### config.mk
export PLATFORM = sky130hd
export DESIGN_NAME = csync_gen
export DESIGN_NICKNAME = d
export VERILOG_FILES = /design/src/rtl/csync_gen_pkg.sv /design/src/rtl/csg_hsync_shaper.sv /design/src/rtl/csg_vsync_shaper.sv /design/src/rtl/csg_mode_latch.sv /design/src/rtl/csync_gen.sv
export SDC_FILE = /design/constraint.sdc
export NUM_CORES = 1
export LEC_CHECK = 0
export BUFFER_PORTS_ARGS = -buffer_cell sky130_fd_sc_hd__buf_2
export CORE_MARGIN = 2
export CORE_UTILIZATION = 50
export CTS_BUF_LIST = sky130_fd_sc_hd__clkbuf_8
export DETAILED_ROUTE_END_ITERATION = 8
export PLACE_DENSITY = 0.7
export SYNTH_ARGS = -nofsm -noshare
export SYNTH_HDL_FRONTEND = slang
export SYNTH_SLANG_ARGS = --single-unit
### constraint.sdc
create_clock -name clk -period 3.2 [get_ports clk]
set_input_delay 0.16 -clock clk [delete_from_list [all_inputs] [get_ports clk]]
set_output_delay 0.16 -clock clk [all_outputs]
set_load 0.1 [all_outputs]
### src/rtl/csync_gen_pkg.sv
package csync_gen_pkg;

   // Vertical pulse behaviour selected per instance
   typedef enum logic {
      TIMING_LEGACY = 1'b0,   // vertical window runs to completion
      TIMING_GATED  = 1'b1    // vertical window masked by controller VSYNC
   } vs_timing_e;

   // Bits needed to hold the value maxval
   function automatic int cnt_width(input int maxval);
      return $clog2(maxval + 1);
   endfunction

endpackage

### src/rtl/csg_hsync_shaper.sv
module csg_hsync_shaper #(
   parameter int HCNT_W = 4,
   parameter int H_ON   = 2,
   parameter int H_OFF  = 6
) (
   input  logic clk,
   input  logic rst,
   input  logic ce,
   input  logic hsync_in,
   output logic hs_q,
   output logic hs_n,
   output logic hfall,
   output logic commit
);

   localparam logic [HCNT_W-1:0] HMAX = {HCNT_W{1'b1}};
   localparam logic [HCNT_W-1:0] HON  = HCNT_W'(H_ON);
   localparam logic [HCNT_W-1:0] HOFF = HCNT_W'(H_OFF);

   initial begin
      if (H_ON < 1 || H_OFF <= H_ON || H_OFF > (2 ** HCNT_W) - 1)
         $fatal(1, "csg_hsync_shaper: window %0d..%0d does not fit %0d bits", H_ON, H_OFF, HCNT_W);
   end

   logic              hsync_d;
   logic              hrise;
   logic              hfall_c;
   logic [HCNT_W-1:0] hcnt_q;
   logic [HCNT_W-1:0] hcnt_n;

   always_comb begin
      hrise   = hsync_in & ~hsync_d;
      hfall_c = ~hsync_in & hsync_d;
      hcnt_n  = hcnt_q;
      if (hsync_in) begin
         if (hrise)
            hcnt_n = HCNT_W'(1);
         else if (hcnt_q != HMAX)
            hcnt_n = hcnt_q + 1'b1;
      end
      hs_n   = hsync_in && (hcnt_n >= HON) && (hcnt_n < HOFF);
      commit = ce && hsync_in && (hcnt_n == HON);
      hfall  = ce && hfall_c;
   end

   always_ff @(posedge clk) begin
      if (rst) begin
         hsync_d <= 1'b0;
         hcnt_q  <= '0;
         hs_q    <= 1'b0;
      end else if (ce) begin
         hsync_d <= hsync_in;
         hcnt_q  <= hcnt_n;
         hs_q    <= hs_n;
      end
   end

   // the pulse never leaves its counter window
   p_hs_window_r3 : assert property (@(posedge clk) disable iff (rst)
      hs_q |-> (hcnt_q >= HON && hcnt_q < HOFF));

   // a freshly updated pulse needs controller HSYNC on that character
   p_hs_needs_hsync_r4 : assert property (@(posedge clk) disable iff (rst)
      (hs_q && $past(ce)) |-> $past(hsync_in));

   // saturation instead of wrap
   p_hcnt_sat_r5 : assert property (@(posedge clk) disable iff (rst)
      (ce && hsync_in && hsync_d && hcnt_q == HMAX) |=> (hcnt_q == HMAX));

   // restart at the controller rising edge
   p_hcnt_restart_r5 : assert property (@(posedge clk) disable iff (rst)
      (ce && hsync_in && !hsync_d) |=> (hcnt_q == HCNT_W'(1)));

endmodule

### src/rtl/csg_vsync_shaper.sv
module csg_vsync_shaper #(
   parameter int LINES = 26,
   parameter int V_ON  = 2,
   parameter int V_OFF = 6,
   parameter csync_gen_pkg::vs_timing_e TIMING = csync_gen_pkg::TIMING_LEGACY
) (
   input  logic clk,
   input  logic rst,
   input  logic ce,
   input  logic vsync_in,
   input  logic hfall,
   output logic vs_q,
   output logic vs_n,
   output logic black_q
);

   localparam int VCNT_W = csync_gen_pkg::cnt_width(LINES);
   localparam logic [VCNT_W-1:0] VON   = VCNT_W'(V_ON);
   localparam logic [VCNT_W-1:0] VOFF  = VCNT_W'(V_OFF);
   localparam logic [VCNT_W-1:0] VLAST = VCNT_W'(LINES);

   initial begin
      if (V_ON < 1 || V_OFF <= V_ON || V_OFF > LINES)
         $fatal(1, "csg_vsync_shaper: window %0d..%0d outside %0d lines", V_ON, V_OFF, LINES);
   end

   logic              vsync_d;
   logic              vrise;
   logic              gate;
   logic              active_q;
   logic              active_n;
   logic [VCNT_W-1:0] vcnt_q;
   logic [VCNT_W-1:0] vcnt_n;

   generate
      if (TIMING == csync_gen_pkg::TIMING_GATED) begin : g_gated
         assign gate = vsync_in;

         // no freshly updated vertical pulse without controller VSYNC
         p_vs_gate_r10 : assert property (@(posedge clk) disable iff (rst)
            (vs_q && $past(ce)) |-> $past(vsync_in));
      end else begin : g_legacy
         assign gate = 1'b1;
      end
   endgenerate

   always_comb begin
      vrise    = vsync_in & ~vsync_d;
      vcnt_n   = vcnt_q;
      active_n = active_q;
      if (vrise) begin
         vcnt_n   = '0;
         active_n = 1'b1;
      end else if (active_q && hfall) begin
         vcnt_n = vcnt_q + 1'b1;
         if (vcnt_n == VLAST)
            active_n = 1'b0;
      end
      vs_n = active_n && gate && (vcnt_n >= VON) && (vcnt_n < VOFF);
   end

   always_ff @(posedge clk) begin
      if (rst) begin
         vsync_d  <= 1'b0;
         vcnt_q   <= '0;
         active_q <= 1'b0;
         vs_q     <= 1'b0;
      end else if (ce) begin
         vsync_d  <= vsync_in;
         vcnt_q   <= vcnt_n;
         active_q <= active_n;
         vs_q     <= vs_n;
      end
   end

   assign black_q = active_q;

   // the line counter only restarts or steps by one
   p_vcnt_step_r7 : assert property (@(posedge clk) disable iff (rst)
      !$stable(vcnt_q) |-> (vcnt_q == '0 || vcnt_q == ($past(vcnt_q) + 1'b1)));

   // the vertical pulse stays inside its line window
   p_vs_window_r8 : assert property (@(posedge clk) disable iff (rst)
      vs_q |-> (active_q && vcnt_q >= VON && vcnt_q < VOFF));

   // blanking ends only on the last counted line
   p_black_end_r9 : assert property (@(posedge clk) disable iff (rst)
      $fell(active_q) |-> (vcnt_q == VLAST));

endmodule

### src/rtl/csg_mode_latch.sv
module csg_mode_latch #(
   parameter int MODE_W = 2
) (
   input  logic              clk,
   input  logic              rst,
   input  logic              ce,
   input  logic              commit,
   input  logic              req_valid,
   input  logic [MODE_W-1:0] req_mode,
   output logic [MODE_W-1:0] mode_q
);

   initial begin
      if (MODE_W < 1)
         $fatal(1, "csg_mode_latch: MODE_W must be positive");
   end

   logic              pend_q;
   logic [MODE_W-1:0] pend_mode_q;

   always_ff @(posedge clk) begin
      if (rst) begin
         pend_q      <= 1'b0;
         pend_mode_q <= '0;
         mode_q      <= '0;
      end else begin
         if (commit && pend_q)
            mode_q <= pend_mode_q;
         if (ce) begin
            if (req_valid) begin
               pend_q      <= 1'b1;
               pend_mode_q <= req_mode;
            end else if (commit) begin
               pend_q <= 1'b0;
            end
         end
      end
   end

   // a committed request without a replacement is consumed
   p_pend_clear_r6 : assert property (@(posedge clk) disable iff (rst)
      (commit && pend_q && !req_valid) |=> !pend_q);

endmodule

### src/rtl/csync_gen.sv
module csync_gen #(
   parameter int MODE_W = 2,
   parameter int HCNT_W = 4,
   parameter int H_ON   = 2,
   parameter int H_OFF  = 6,
   parameter int LINES  = 26,
   parameter int V_ON   = 2,
   parameter int V_OFF  = 6,
   parameter csync_gen_pkg::vs_timing_e TIMING = csync_gen_pkg::TIMING_LEGACY
) (
   input  logic              clk,
   input  logic              rst,
   input  logic              ce,
   input  logic              hsync_in,
   input  logic              vsync_in,
   input  logic              mode_req_valid,
   input  logic [MODE_W-1:0] mode_req,
   output logic              hsync_out,
   output logic              vsync_out,
   output logic              csync_out,
   output logic [MODE_W-1:0] mode_out,
   output logic              black_out
);

   logic hs_n;
   logic vs_n;
   logic hfall;
   logic commit;
   logic csync_q;

   csg_hsync_shaper #(
      .HCNT_W (HCNT_W),
      .H_ON   (H_ON),
      .H_OFF  (H_OFF)
   ) u_hshape (
      .clk      (clk),
      .rst      (rst),
      .ce       (ce),
      .hsync_in (hsync_in),
      .hs_q     (hsync_out),
      .hs_n     (hs_n),
      .hfall    (hfall),
      .commit   (commit)
   );

   csg_vsync_shaper #(
      .LINES  (LINES),
      .V_ON   (V_ON),
      .V_OFF  (V_OFF),
      .TIMING (TIMING)
   ) u_vshape (
      .clk      (clk),
      .rst      (rst),
      .ce       (ce),
      .vsync_in (vsync_in),
      .hfall    (hfall),
      .vs_q     (vsync_out),
      .vs_n     (vs_n),
      .black_q  (black_out)
   );

   csg_mode_latch #(
      .MODE_W (MODE_W)
   ) u_mode (
      .clk       (clk),
      .rst       (rst),
      .ce        (ce),
      .commit    (commit),
      .req_valid (mode_req_valid),
      .req_mode  (mode_req),
      .mode_q    (mode_out)
   );

   always_ff @(posedge clk) begin
      if (rst)
         csync_q <= 1'b0;
      else if (ce)
         csync_q <= hs_n ^ vs_n;
   end

   assign csync_out = csync_q;

   // reset leaves every output cleared
   p_reset_clear_r1 : assert property (@(posedge clk)
      rst |=> (!hsync_out && !vsync_out && !csync_out && !black_out && mode_out == '0));

   // nothing moves on an edge without the enable
   p_hold_r2 : assert property (@(posedge clk) disable iff (rst)
      !ce |=> ($stable(hsync_out) && $stable(vsync_out) && $stable(csync_out)
               && $stable(black_out) && $stable(mode_out)));

   // mode changes only together with the horizontal pulse start
   p_mode_at_hs_r6 : assert property (@(posedge clk) disable iff (rst)
      !$stable(mode_out) |-> $rose(hsync_out));

   // composite sync tracks the two separately registered pulses
   p_csync_xor_r11 : assert property (@(posedge clk) disable iff (rst)
      csync_out == (hsync_out ^ vsync_out));

endmodule

==> flow_summary.ini <==
[critical_path]
reg2reg_to = csync_out
crit_start = u_hshape.hsync_d
ff2ff_setup_slack_ps = 1160
endpoint_kind = register
endpoint = csync_out
worstSetupPathType = register to register
slowest_delay_ps = 550
crit_path_cell_trace = and4b_1 > mux2i_1 > xnor2_1 > nand4_2 > nor4b_1 > a311oi_1
arrival_ps = 2180
critPathMaxFanout = 10
cp.depth = 6
crit_family = simple AND/OR/NAND/NOR gates
cp.required_ps = 3340
cp.buffers_inverters = 0
start_kind = register
cp_slowest_cell = dfxtp_1
rr_worst_depth = 6
r2r_start = u_hshape.hsync_d

[placement]
place_inst = 173
io_buffers = 13
post-dp-hpwl_um = 1568
pre_cts_ws_ps = 1195
gp_congestion = 0.8537

[floorplan]
core_area_mm2 = 0.002233
die_x_um = 52.61
start_util = 0.5289
fp.dieArea_mm2 = 0.002767
placement_rows = 17
die_h_um = 52.61
io_pins = 14

[drt]
wl_per_cell_um = 12.68
drt_iter0_markers = 25
num_vias = 1018
ant_nets = 0
first_pass_iters = 4
viasPerCell = 5.751
drc = 0
routed_wl_um = 2245

[logic_synthesis]
synth_flop_cell = dfxtp_1
synth_cell_type_count = 42
synthesis.area_mm2 = 0.001181
synth_edf_count = 0
avgSynthCellArea_um2 = 8.318
seq_area_frac_synth = 0.3390
synthesis.nets = 153
syn_inst = 142
ys_warn_count = 0
yosys_register_bits = 20
async_reset_ff_frac = 0

[grt]
grt_use_total = 0.1938
grt_pass1_vias = 937
grt_max_degree = 21
antenna_found_initial = 0
grt_pass1_wl_um = 4022
grt_overflow_total = 0

[sta]
period_needed_ps = 2042
worst_pin_slew_ps = 487.2
rsz0062_at_grt = no
finClkSkew_ps = 2.980
slew_violations = 0
setup_tns_ps = 0
setup_violations = 0
finalHoldViolCount = 0
relSlewSlack = 0.6774
fin_ws_ps = 1158
fmax_ghz = 0.4896
fin_crit_sh = 0.6383

[layout]
area_growth_pct = 7.627
fin_nets = 161
fillers = 208
drive_gt1_frac = 0.1544
final_util = 0.5692
antenna_cells = 0
stdcell_count = 177

[clocking]
cts_tree = built
clk_latency_ps = 260
h-tree-depth = 1
cts_hold_buf = 0
cts_resized = 0
cts_buffer_depth = 2
root_buffer = clkbuf_8
clock_sinks = 20
cts_buffers = 3
cts_setup_buffers = 0
clkSlewWorstSetupHoldPaths_ps = 80

[flow_run]
drv_cap = 0

[worst_hold_path]
min_path_type = primary input to register
holdCritStartpoint = mode_req[1]

[power]
p_leak_uw = 0.0005252
ir_drop_mv = 0.2498
power.density_mw_per_mm2 = 402.9

[outcome]
status = completed
## registers in the layout (all words and copies together), names as in the netlist
| signal | count |
|---|---|
| u_mode.pend_mode_q | 2 |
| u_hshape.hsync_d | 1 |
| u_vshape.vcnt_q | 5 |
| u_vshape.vs_q | 1 |
| u_hshape.hcnt_q | 4 |
| csync_out | 1 |
| u_vshape.black_q | 1 |
| u_hshape.hs_q | 1 |
| u_mode.mode_q | 2 |
| u_mode.pend_q | 1 |
| u_vshape.vsync_d | 1 |
## cells by family after synthesis
kind of cell / Yosys count / share of synthesized area
fa+ha+maj: 3 / 0.03178
flops: 20 / 0.3390
xor+xnor: 8 / 0.05932
mux: 4 / 0.03390
compound gates: 37 / 0.1907
buf+inv: 13 / 0.06461
simple gates: 57 / 0.2807
## metrics by stage
step           area, um^2  hold slack [ps]  total power [uW]
6_report             1271            160.6             512.2
3_3_place_gp         1216            425.1             321.6
2_1_floorplan        1181            307.3             312.5
4_1_cts              1271            153.7             518.2
5_1_grt              1271            191.7             531.8
3_5_place_dp         1216            432.8             322.9
## Yosys cell counts, types with 2 or more instances
cell type / number / area (um^2)
o21ai_1: 2 / 10.01
nor4_1: 2 / 12.51
nor2_1: 13 / 48.80
ha_1: 3 / 37.54
a22oi_1: 2 / 15.01
dfxtp_1: 20 / 400.4
nand4_1: 2 / 12.51
mux2i_1: 4 / 40.04
a31oi_1: 3 / 18.77
xor2_1: 3 / 26.28
o21ai_0: 7 / 35.03
buf_6: 2 / 22.52
nor3_1: 2 / 10.01
nand3_1: 8 / 40.04
xnor2_1: 5 / 43.79
inv_1: 3 / 11.26
buf_4: 3 / 22.52
a21oi_1: 14 / 70.07
and3_1: 2 / 12.51
clkbuf_1: 4 / 15.01
nand2_1: 15 / 56.30
a211oi_1: 3 / 22.52
## metal layers
metal	share of wire	GRT usage	vias up
met5	0	0	-
met4	0.016	0.08974	0
met3	0.057	0.04286	4
met2	0.44	0.3063	31
met1	0.49	0.2487	461
li1	-	-	522
## worst min path at each step
stage,end,depth (start not counted)
final,u_mode.pend_mode_q[1],3
after global routing,u_mode.pend_mode_q[0],3
after CTS,u_mode.pend_mode_q[1],3
after detailed placement,u_mode.pend_mode_q[1],3
after global placement,u_vshape.vsync_d,3
after floorplan,u_vshape.vsync_d,2
## worst reg2reg max path: stages (launching register included)
cell and delay, ps:
dfxtp_1 550, and4b_1 410, mux2i_1 250, xnor2_1 160
nand4_2 150, nor4b_1 320, a311oi_1 80
## area by class of cell
| type | instances | area (um^2) | share of cell area |
|---|---|---|---|
| multi-input combinational | 109 | 704.4 | 0.5541 |
| timing repair buffer | 13 | 65.06 | 0.05118 |
| tap | 28 | 35.03 | 0.02756 |
| sequential | 20 | 400.4 | 0.3150 |
| clock buffer | 4 | 55.05 | 0.04331 |
| inverter | 3 | 11.26 | 0.008858 |
## report_power, final
| group | switching (uW) | internal (uW) | total [uW] |
|---|---|---|---|
| clock | 85.3 | 110 | 195 |
| sequential | 7.91 | 255 | 263 |
| combinational | 37.0 | 17.2 | 54.2 |
| total | 130 | 382 | 512 |
## layout by cell type (no fill, tap or decap), drive strengths merged, types with 2 or more instances in the layout
| cell | instances |
|---|---|
| a211oi | 3 |
| a21oi | 15 |
| a22oi | 2 |
| a31oi | 3 |
| and3 | 2 |
| buf | 13 |
| clkbuf | 4 |
| dfxtp | 20 |
| ha | 3 |
| inv | 3 |
| mux2i | 4 |
| nand2 | 15 |
| nand3 | 8 |
| nand4 | 3 |
| nor2 | 13 |
| nor3 | 3 |
| nor4 | 2 |
| nor4b | 2 |
| o21ai | 9 |
| xnor2 | 5 |
| xor2 | 3 |
Power figures use the tool's default switching activity.
